<file path="src/rtl/rs_sys_encoder.sv">
module rs_sys_encoder #(
  parameter int M          = 8,
  parameter int N          = 255,
  parameter int R          = 16,
  parameter int FIELD_POLY = 'h11D,
  parameter int ROOT0      = 0
) (
  input  logic         clk,
  input  logic         rst,
  input  logic         start,
  input  logic         en,
  input  logic [M-1:0] din,
  output logic [M-1:0] dout
);
  localparam int K  = N - R;
  localparam int CW = $clog2(N + 1);
  localparam logic [M-1:0]  PLO  = FIELD_POLY[M-1:0];
  localparam logic [CW-1:0] K_C  = CW'(K);
  localparam logic [CW-1:0] N_C  = CW'(N);
  localparam logic [CW-1:0] NM1  = CW'(N - 1);

  function automatic logic [M-1:0] gf_xt(input logic [M-1:0] a);
    return {a[M-2:0], 1'b0} ^ (a[M-1] ? PLO : '0);
  endfunction

  function automatic logic [M-1:0] gf_mul(input logic [M-1:0] a, input logic [M-1:0] b);
    logic [M-1:0] r;
    r = '0;
    for (int i = M - 1; i >= 0; i--) begin
      r = gf_xt(r);
      if (b[i]) r = r ^ a;
    end
    return r;
  endfunction

  function automatic logic [R*M-1:0] gen_poly();
    logic [M-1:0] g [R+1];
    logic [M-1:0] root;
    logic [R*M-1:0] flat;
    for (int k = 0; k <= R; k++) g[k] = '0;
    g[0] = 1;
    root = 1;
    for (int i = 0; i < ROOT0; i++) root = gf_xt(root);
    for (int i = 0; i < R; i++) begin
      for (int k = R; k >= 1; k--) g[k] = g[k-1] ^ gf_mul(g[k], root);
      g[0] = gf_mul(g[0], root);
      root = gf_xt(root);
    end
    for (int k = 0; k < R; k++) flat[k*M +: M] = g[k];
    return flat;
  endfunction

  localparam logic [R*M-1:0] GEN = gen_poly();

  logic [M-1:0]  rem [R];
  logic [CW-1:0] sym_cnt;
  logic          busy;

  wire          step    = busy & en & ~start;
  wire          in_info = sym_cnt < K_C;
  wire [M-1:0]  fb      = in_info ? (din ^ rem[R-1]) : '0;

  for (genvar k = 0; k < R; k++) begin : g_stage
    logic [M-1:0] prev;
    if (k == 0) begin : g_first
      assign prev = '0;
    end else begin : g_rest
      assign prev = rem[k-1];
    end
    always_ff @(posedge clk or posedge rst)
      if (rst)        rem[k] <= '0;
      else if (start) rem[k] <= '0;
      else if (step)  rem[k] <= prev ^ gf_mul(fb, GEN[k*M +: M]);
  end

  always_ff @(posedge clk or posedge rst)
    if (rst) begin
      sym_cnt <= N_C;
      busy    <= 1'b0;
      dout    <= '0;
    end else if (start) begin
      sym_cnt <= '0;
      busy    <= 1'b1;
    end else if (step) begin
      dout    <= in_info ? din : rem[R-1];
      sym_cnt <= sym_cnt + 1'b1;
      if (sym_cnt == NM1) busy <= 1'b0;
    end
endmodule

</file>
<file path="config.mk">
export PLATFORM = sky130hd
export DESIGN_NAME = rs_sys_encoder
export DESIGN_NICKNAME = d
export VERILOG_FILES = /design/src/rtl/rs_sys_encoder.sv
export SDC_FILE = /design/constraint.sdc
export NUM_CORES = 1
export LEC_CHECK = 0
export BUFFER_PORTS_ARGS = -buffer_cell sky130_fd_sc_hd__buf_2
export CORE_ASPECT_RATIO = 1.2
export CORE_MARGIN = 1.5
export CORE_UTILIZATION = 30
export DETAILED_ROUTE_END_ITERATION = 10
export GPL_TIMING_DRIVEN = 1
export SYNTH_ARGS = -nofsm -noshare
export SYNTH_HDL_FRONTEND = slang
export SYNTH_SLANG_ARGS = --single-unit
</file>
<file path="constraint.sdc">
create_clock -name clk -period 4.75 [get_ports clk]
set_input_delay 0.2375 -clock clk [delete_from_list [all_inputs] [get_ports clk]]
set_output_delay 0.2375 -clock clk [all_outputs]
set_load 0.05 [all_outputs]
</file>
==> results.sh, run 1 <==
export IMPL_synth_area_leaders="dfrtp_1, xnor2_1, nor2_1"
export IMPL_synth_edf_count=0
export IMPL_ys_types=43
export IMPL_wire_per_inst_microns=17.6
export IMPL_synth_top_cell_by_area="dfrtp_1"
export IMPL_htreeDepth=4
export IMPL_fin_nets=882
export IMPL_cp_data_arrival_time_ps=3230
export IMPL_overflow=0
export IMPL_clock_sinks=145
export IMPL_drv_cap=0
export IMPL_met3_wirelength_microns=938
export IMPL_grtUsageTotal_pct=15.9
export IMPL_tightestPinTransition_ps=1140
export IMPL_period_share_pct=61.1
export IMPL_ant_nets=0
export IMPL_io_buffers=19
export IMPL_relSlewSlack_pct=23.7
export IMPL_status="completed"
export IMPL_ctsRootBufferMaster="clkbuf_16"
export IMPL_syn_inst=884
export IMPL_drt_iter0_drc=516
export IMPL_setup_viol=0
export IMPL_insertedDiodeCount=0
export IMPL_fin_util_pct=34.3
export IMPL_highest_layer="met5"
export IMPL_period_minus_slack_ps=2900
export IMPL_cts_made_buffers=17
export IMPL_wl_met2_microns=11100
export IMPL_clockBufferDepth=2
export IMPL_synth_top_area_share_pct=39.3
export IMPL_detailroute_via_count=6327
export IMPL_synth_yosys_seq_area_share_pct=41.7
export IMPL_fmax_mhz=344
export IMPL_synthFlopType="dfrtp_1"
export IMPL_fin_setup_tns_ps=0
export IMPL_avgViaCountPerCell=5.00
export IMPL_async_reset_ff_share_pct=100
export IMPL_yosys_warnings=0
export IMPL_die_y_microns=190
export IMPL_drive_above_1_share_pct=10.3
export IMPL_die_w_microns=159
export IMPL_slew_viol_final=0
export IMPL_path_max_fanout=12
export IMPL_grt_pass1_wl_microns=35900
export IMPL_dpl_hpwl_microns=14600
export IMPL_hp_class="in2reg"
export IMPL_antenna_found_initial=1
export IMPL_die_area_sq_um=30100
export IMPL_met1Wirelength_microns=9760
export IMPL_n_fill_cell=2900
export IMPL_wl_microns=22300
export IMPL_hold_ws_ps=129
export IMPL_hold_viol=0
export IMPL_worstPathRequired_ps=5080
export IMPL_io_pins=20
export IMPL_drc=0
export IMPL_syn_avg_cell_area_sq_um=9.87
export IMPL_clkTransAtPathRegs_ps=60
export IMPL_synthTopCellsByCount="nor2_1, xnor2_1, dfrtp_1"
export IMPL_postCtsSetupBuffers=0
export IMPL_grt_max_degree=113
export IMPL_start_util_pct=30.4
export IMPL_start_kind="register"
export IMPL_end_kind="register"
export IMPL_worstSkewPairLatency_ps=440
export IMPL_rsz0062_at_grt="false"
export IMPL_ys_ff_latch=145
export IMPL_crit_type="reg2reg"
export IMPL_skew_ps=9.40
export IMPL_yosysMostFrequentCell="nor2_1"
export IMPL_area_growth_pct=12.7
export IMPL_dr_pass1_iters=4
export IMPL_grt_pass1_vias=6252
export IMPL_core_area_sq_um=28700
export IMPL_place_gp_congestion=0.818
export IMPL_cts_resized=0
export IMPL_netlist_area_sq_um=8720
export IMPL_syn_nets=898
export IMPL_cts_tree="yes"
export IMPL_rows=68
-- per-layer routing --
layer,vias up,global-route usage [%]
met1,3125,20.4
met5,-,0
met4,2,6.11
met2,117,26.0
li1,3055,-
met3,28,3.33
-- path summary, 6_finish.rpt --
path                       slack [ps]  cells after the start     from             endpoint
setup / recovery                 1850                      6   rem[3]   g_stage[5].prev[2]
hold / removal                    130                      3   din[0]              dout[0]
setup reg to reg                 1850                      6   rem[3]   g_stage[5].prev[2]
hold reg to reg                   480                      2  dout[3]              dout[3]
max in group asynchronous        3240                      4      rst  g_stage[12].prev[4]
min in group asynchronous         470                      3      rst  g_stage[13].prev[1]
-- metrics by stage --
step,instance area [sq um],cells,setup slack (ps)
3_5_place_dp,9170,1233,1870
3_3_place_gp,9170,1233,1820
4_1_cts,9830,1266,1830
5_1_grt,9830,1266,1650
6_report,9830,1266,1850
2_1_floorplan,8720,884,631
-- state kept, by name, summed over array words and instances, names as in the netlist --
register,cells
busy,1
rem,8
dout,8
sym_cnt,8
g_stage.prev,120
-- cells by family after synthesis --
family | count (synthesis) | synth area share, %
simple gates | 267 | 13.8
fa+ha+maj | 2 | 0.287
buf+inv | 72 | 3.20
compound gates | 187 | 14.8
flops | 145 | 41.7
xor+xnor | 199 | 24.8
mux | 12 | 1.39
-- final cells by class --
| class | count | area [sq um] | area share, % |
|---|---|---|---|
| Timing Repair Buffer | 35 | 220 | 2.24 |
| Clock inverter | 10 | 184 | 1.87 |
| Inverter | 2 | 12.5 | 0.127 |
| Multi-Input combinational cell | 667 | 4820 | 49.1 |
| Clock buffer | 22 | 464 | 4.72 |
| Tap cell | 385 | 482 | 4.90 |
| Sequential cell | 145 | 3640 | 37.0 |
-- critical path, stage by stage, from the launching register on --
cell      delay, ps
dfrtp_1         420
xnor2_2         740
xnor3_1         550
xnor3_1         410
or3_1           350
o31a_1          250
o311ai_1         70
-- placed cells by master (no fill, tap or decap), types with 8 or more instances in the layout --
cell,instances
a21oi_1,8
buf_4,16
dfstp_2,8
mux2i_1,11
nand2_1,35
dfrtp_1,137
and2_1,9
xnor3_1,22
nor2_1,156
buf_2,18
or3_1,44
xnor2_1,145
o21ai_0,57
clkbuf_16,17
xnor2_2,9
xor2_1,19
a211oi_1,67
a311oi_1,43
-- repair_timing --
action	CTS	global route
hold endpoints to repair	69	0
hold buffers	1	0
endpoints found under the setup margin	0	0
Power of run 1 is left out: the tool's default activity adds up to more than one toggle a clock period on the data nets, which glitch-free logic cannot reach.
==> inputs of run 2 (changes only) <==
clock period = 2.95 ns   (was 4.75 ns; I/O delays follow)
==> run 2 against run 1 <==
Compared with the run above:
- hold slack got worse by 94 ps
- global-route usage fell by 0.25 points
- critical path depth is 1 higher
- clock-buffer cell count down 5
- die area unchanged
- maximum frequency rose by 9.1%
==> results.sh, run 2 (synthesis gave the netlist of run 1 again) <==
export IMPL_slowest_stage="xnor2_2"
export IMPL_crit_top_cell="xnor2_2"
export IMPL_status="completed"
export IMPL_drc=0
export IMPL_io_pins=20
export IMPL_period_minus_slack_ps=2660
export IMPL_grt_max_degree=157
export IMPL_cts_hold_buf=1
export IMPL_postCtsSetupBuffers=0
export IMPL_start_util_pct=30.4
export IMPL_start_kind="register"
export IMPL_final_common_cell="nor2_1"
export IMPL_period_share_pct=90.2
export IMPL_fin_setup_tns_ps=0
export IMPL_clockBufferDepth=2
export IMPL_insertedDiodeCount=0
export IMPL_drive_above_1_share_pct=12.3
export IMPL_grt_pass1_vias=6154
export IMPL_worstSkewPairLatency_ps=430
export IMPL_slew_viol_final=0
export IMPL_die_w_microns=159
export IMPL_relSlewSlack_pct=32.1
export IMPL_io_buffers=19
export IMPL_cts_tree="yes"
export IMPL_grtUsageTotal_pct=15.6
export IMPL_core_area_sq_um=28700
export IMPL_antenna_found_initial=0
export IMPL_dpl_hpwl_microns=14500
export IMPL_tightestPinTransition_ps=1010
export IMPL_critical_path_top_delay_family="XOR/XNOR gates"
export IMPL_dr_pass1_iters=4
export IMPL_overflow=0
export IMPL_wl_microns=22000
export IMPL_die_y_microns=190
export IMPL_place_gp_congestion=0.811
export IMPL_end_kind="register"
export IMPL_die_area_sq_um=30100
export IMPL_rows=68
export IMPL_drv_cap=0
export IMPL_hold_ws_ps=34.7
export IMPL_critPathBufInv=1
export IMPL_cp_data_arrival_time_ps=2990
export IMPL_crit_type="reg2reg"
export IMPL_max_stage_delay_ps=630
export IMPL_drt_iter0_drc=490
export IMPL_wire_per_inst_microns=17.2
export IMPL_ant_nets=0
export IMPL_htreeDepth=4
export IMPL_clkTransAtPathRegs_ps=70
export IMPL_cts_made_buffers=17
export IMPL_hp_class="in2reg"
export IMPL_place_inst=1249
export IMPL_area_growth_pct=14.0
export IMPL_worstPathRequired_ps=3280
export IMPL_clock_sinks=145
export IMPL_skew_ps=7.87
export IMPL_fmax_mhz=376
export IMPL_rsz0062_at_grt="false"
export IMPL_fin_nets=898
export IMPL_final_cell_mix="nor2_1, xnor2_1, dfrtp_1"
export IMPL_fin_util_pct=34.7
export IMPL_cp_cell_sequence="xnor2_2, buf_4, xnor2_2, xnor3_1, and2_1, xnor2_1, a211oi_1"
export IMPL_largest_reg_flops=120
export IMPL_path_max_fanout=9
export IMPL_avgViaCountPerCell=4.93
export IMPL_cts_resized=0
export IMPL_setup_viol=0
export IMPL_detailroute_via_count=6315
export IMPL_hold_viol=0
export IMPL_instances_no_fill=1282
export IMPL_grt_pass1_wl_microns=35500
export IMPL_ctsRootBufferMaster="clkbuf_16"
## run 2: changes by cell type in the layout (fill, tap and decap cells not counted), sizes merged
cell      change
bufinv        -5
clkinv        +2
buf          +16
inv           +7
clkinvlp      +1
clkbuf        -5
## run 2: worst paths after layout
path                                       end  cells after the start     from  slack (ps)
hold reg to reg                        dout[5]                      2  dout[5]         470
setup / recovery            g_stage[8].prev[4]                      7   rem[7]         290
hold / removal                         dout[0]                      3   din[0]          30
max in group asynchronous   g_stage[6].prev[0]                      4      rst        1790
setup reg to reg            g_stage[8].prev[4]                      7   rem[7]         290
min in group asynchronous  g_stage[15].prev[1]                      4      rst         450
## run 2: worst min-delay path: cells and delay by family
| kind | cells | cell delay [ps] |
|---|---|---|
| AO/OA/AOI/OAI | 1 | 130 |
| buffers and inverters | 1 | 100 |
| multiplexers | 1 | 60 |
## run 2: layer usage
metal | wire (microns) | track usage, %
met5 | 0 | 0
met4 | 637 | 6.43
met3 | 892 | 2.57
met2 | 10400 | 24.2
met1 | 10100 | 21.6
## run 2: per-stage QoR
stage / setup WS (ps) / area (sq um)
4_1_cts: 279 / 9940
3_5_place_dp: 292 / 9360
3_3_place_gp: 358 / 9360
2_1_floorplan: 394 / 8720
6_report: 288 / 9940
5_1_grt: 173 / 9940
## run 2: cell type report
cell class / instances / area (sq um)
Tap cell: 385 / 482
Fill cell: 2855 / 18700
Clock buffer: 17 / 425
Clock inverter: 15 / 144
Inverter: 2 / 11.3
Sequential cell: 145 / 3640
Multi-Input combinational cell: 667 / 4820
Timing Repair Buffer: 51 / 415
Power of run 2 is left out for the same reason.
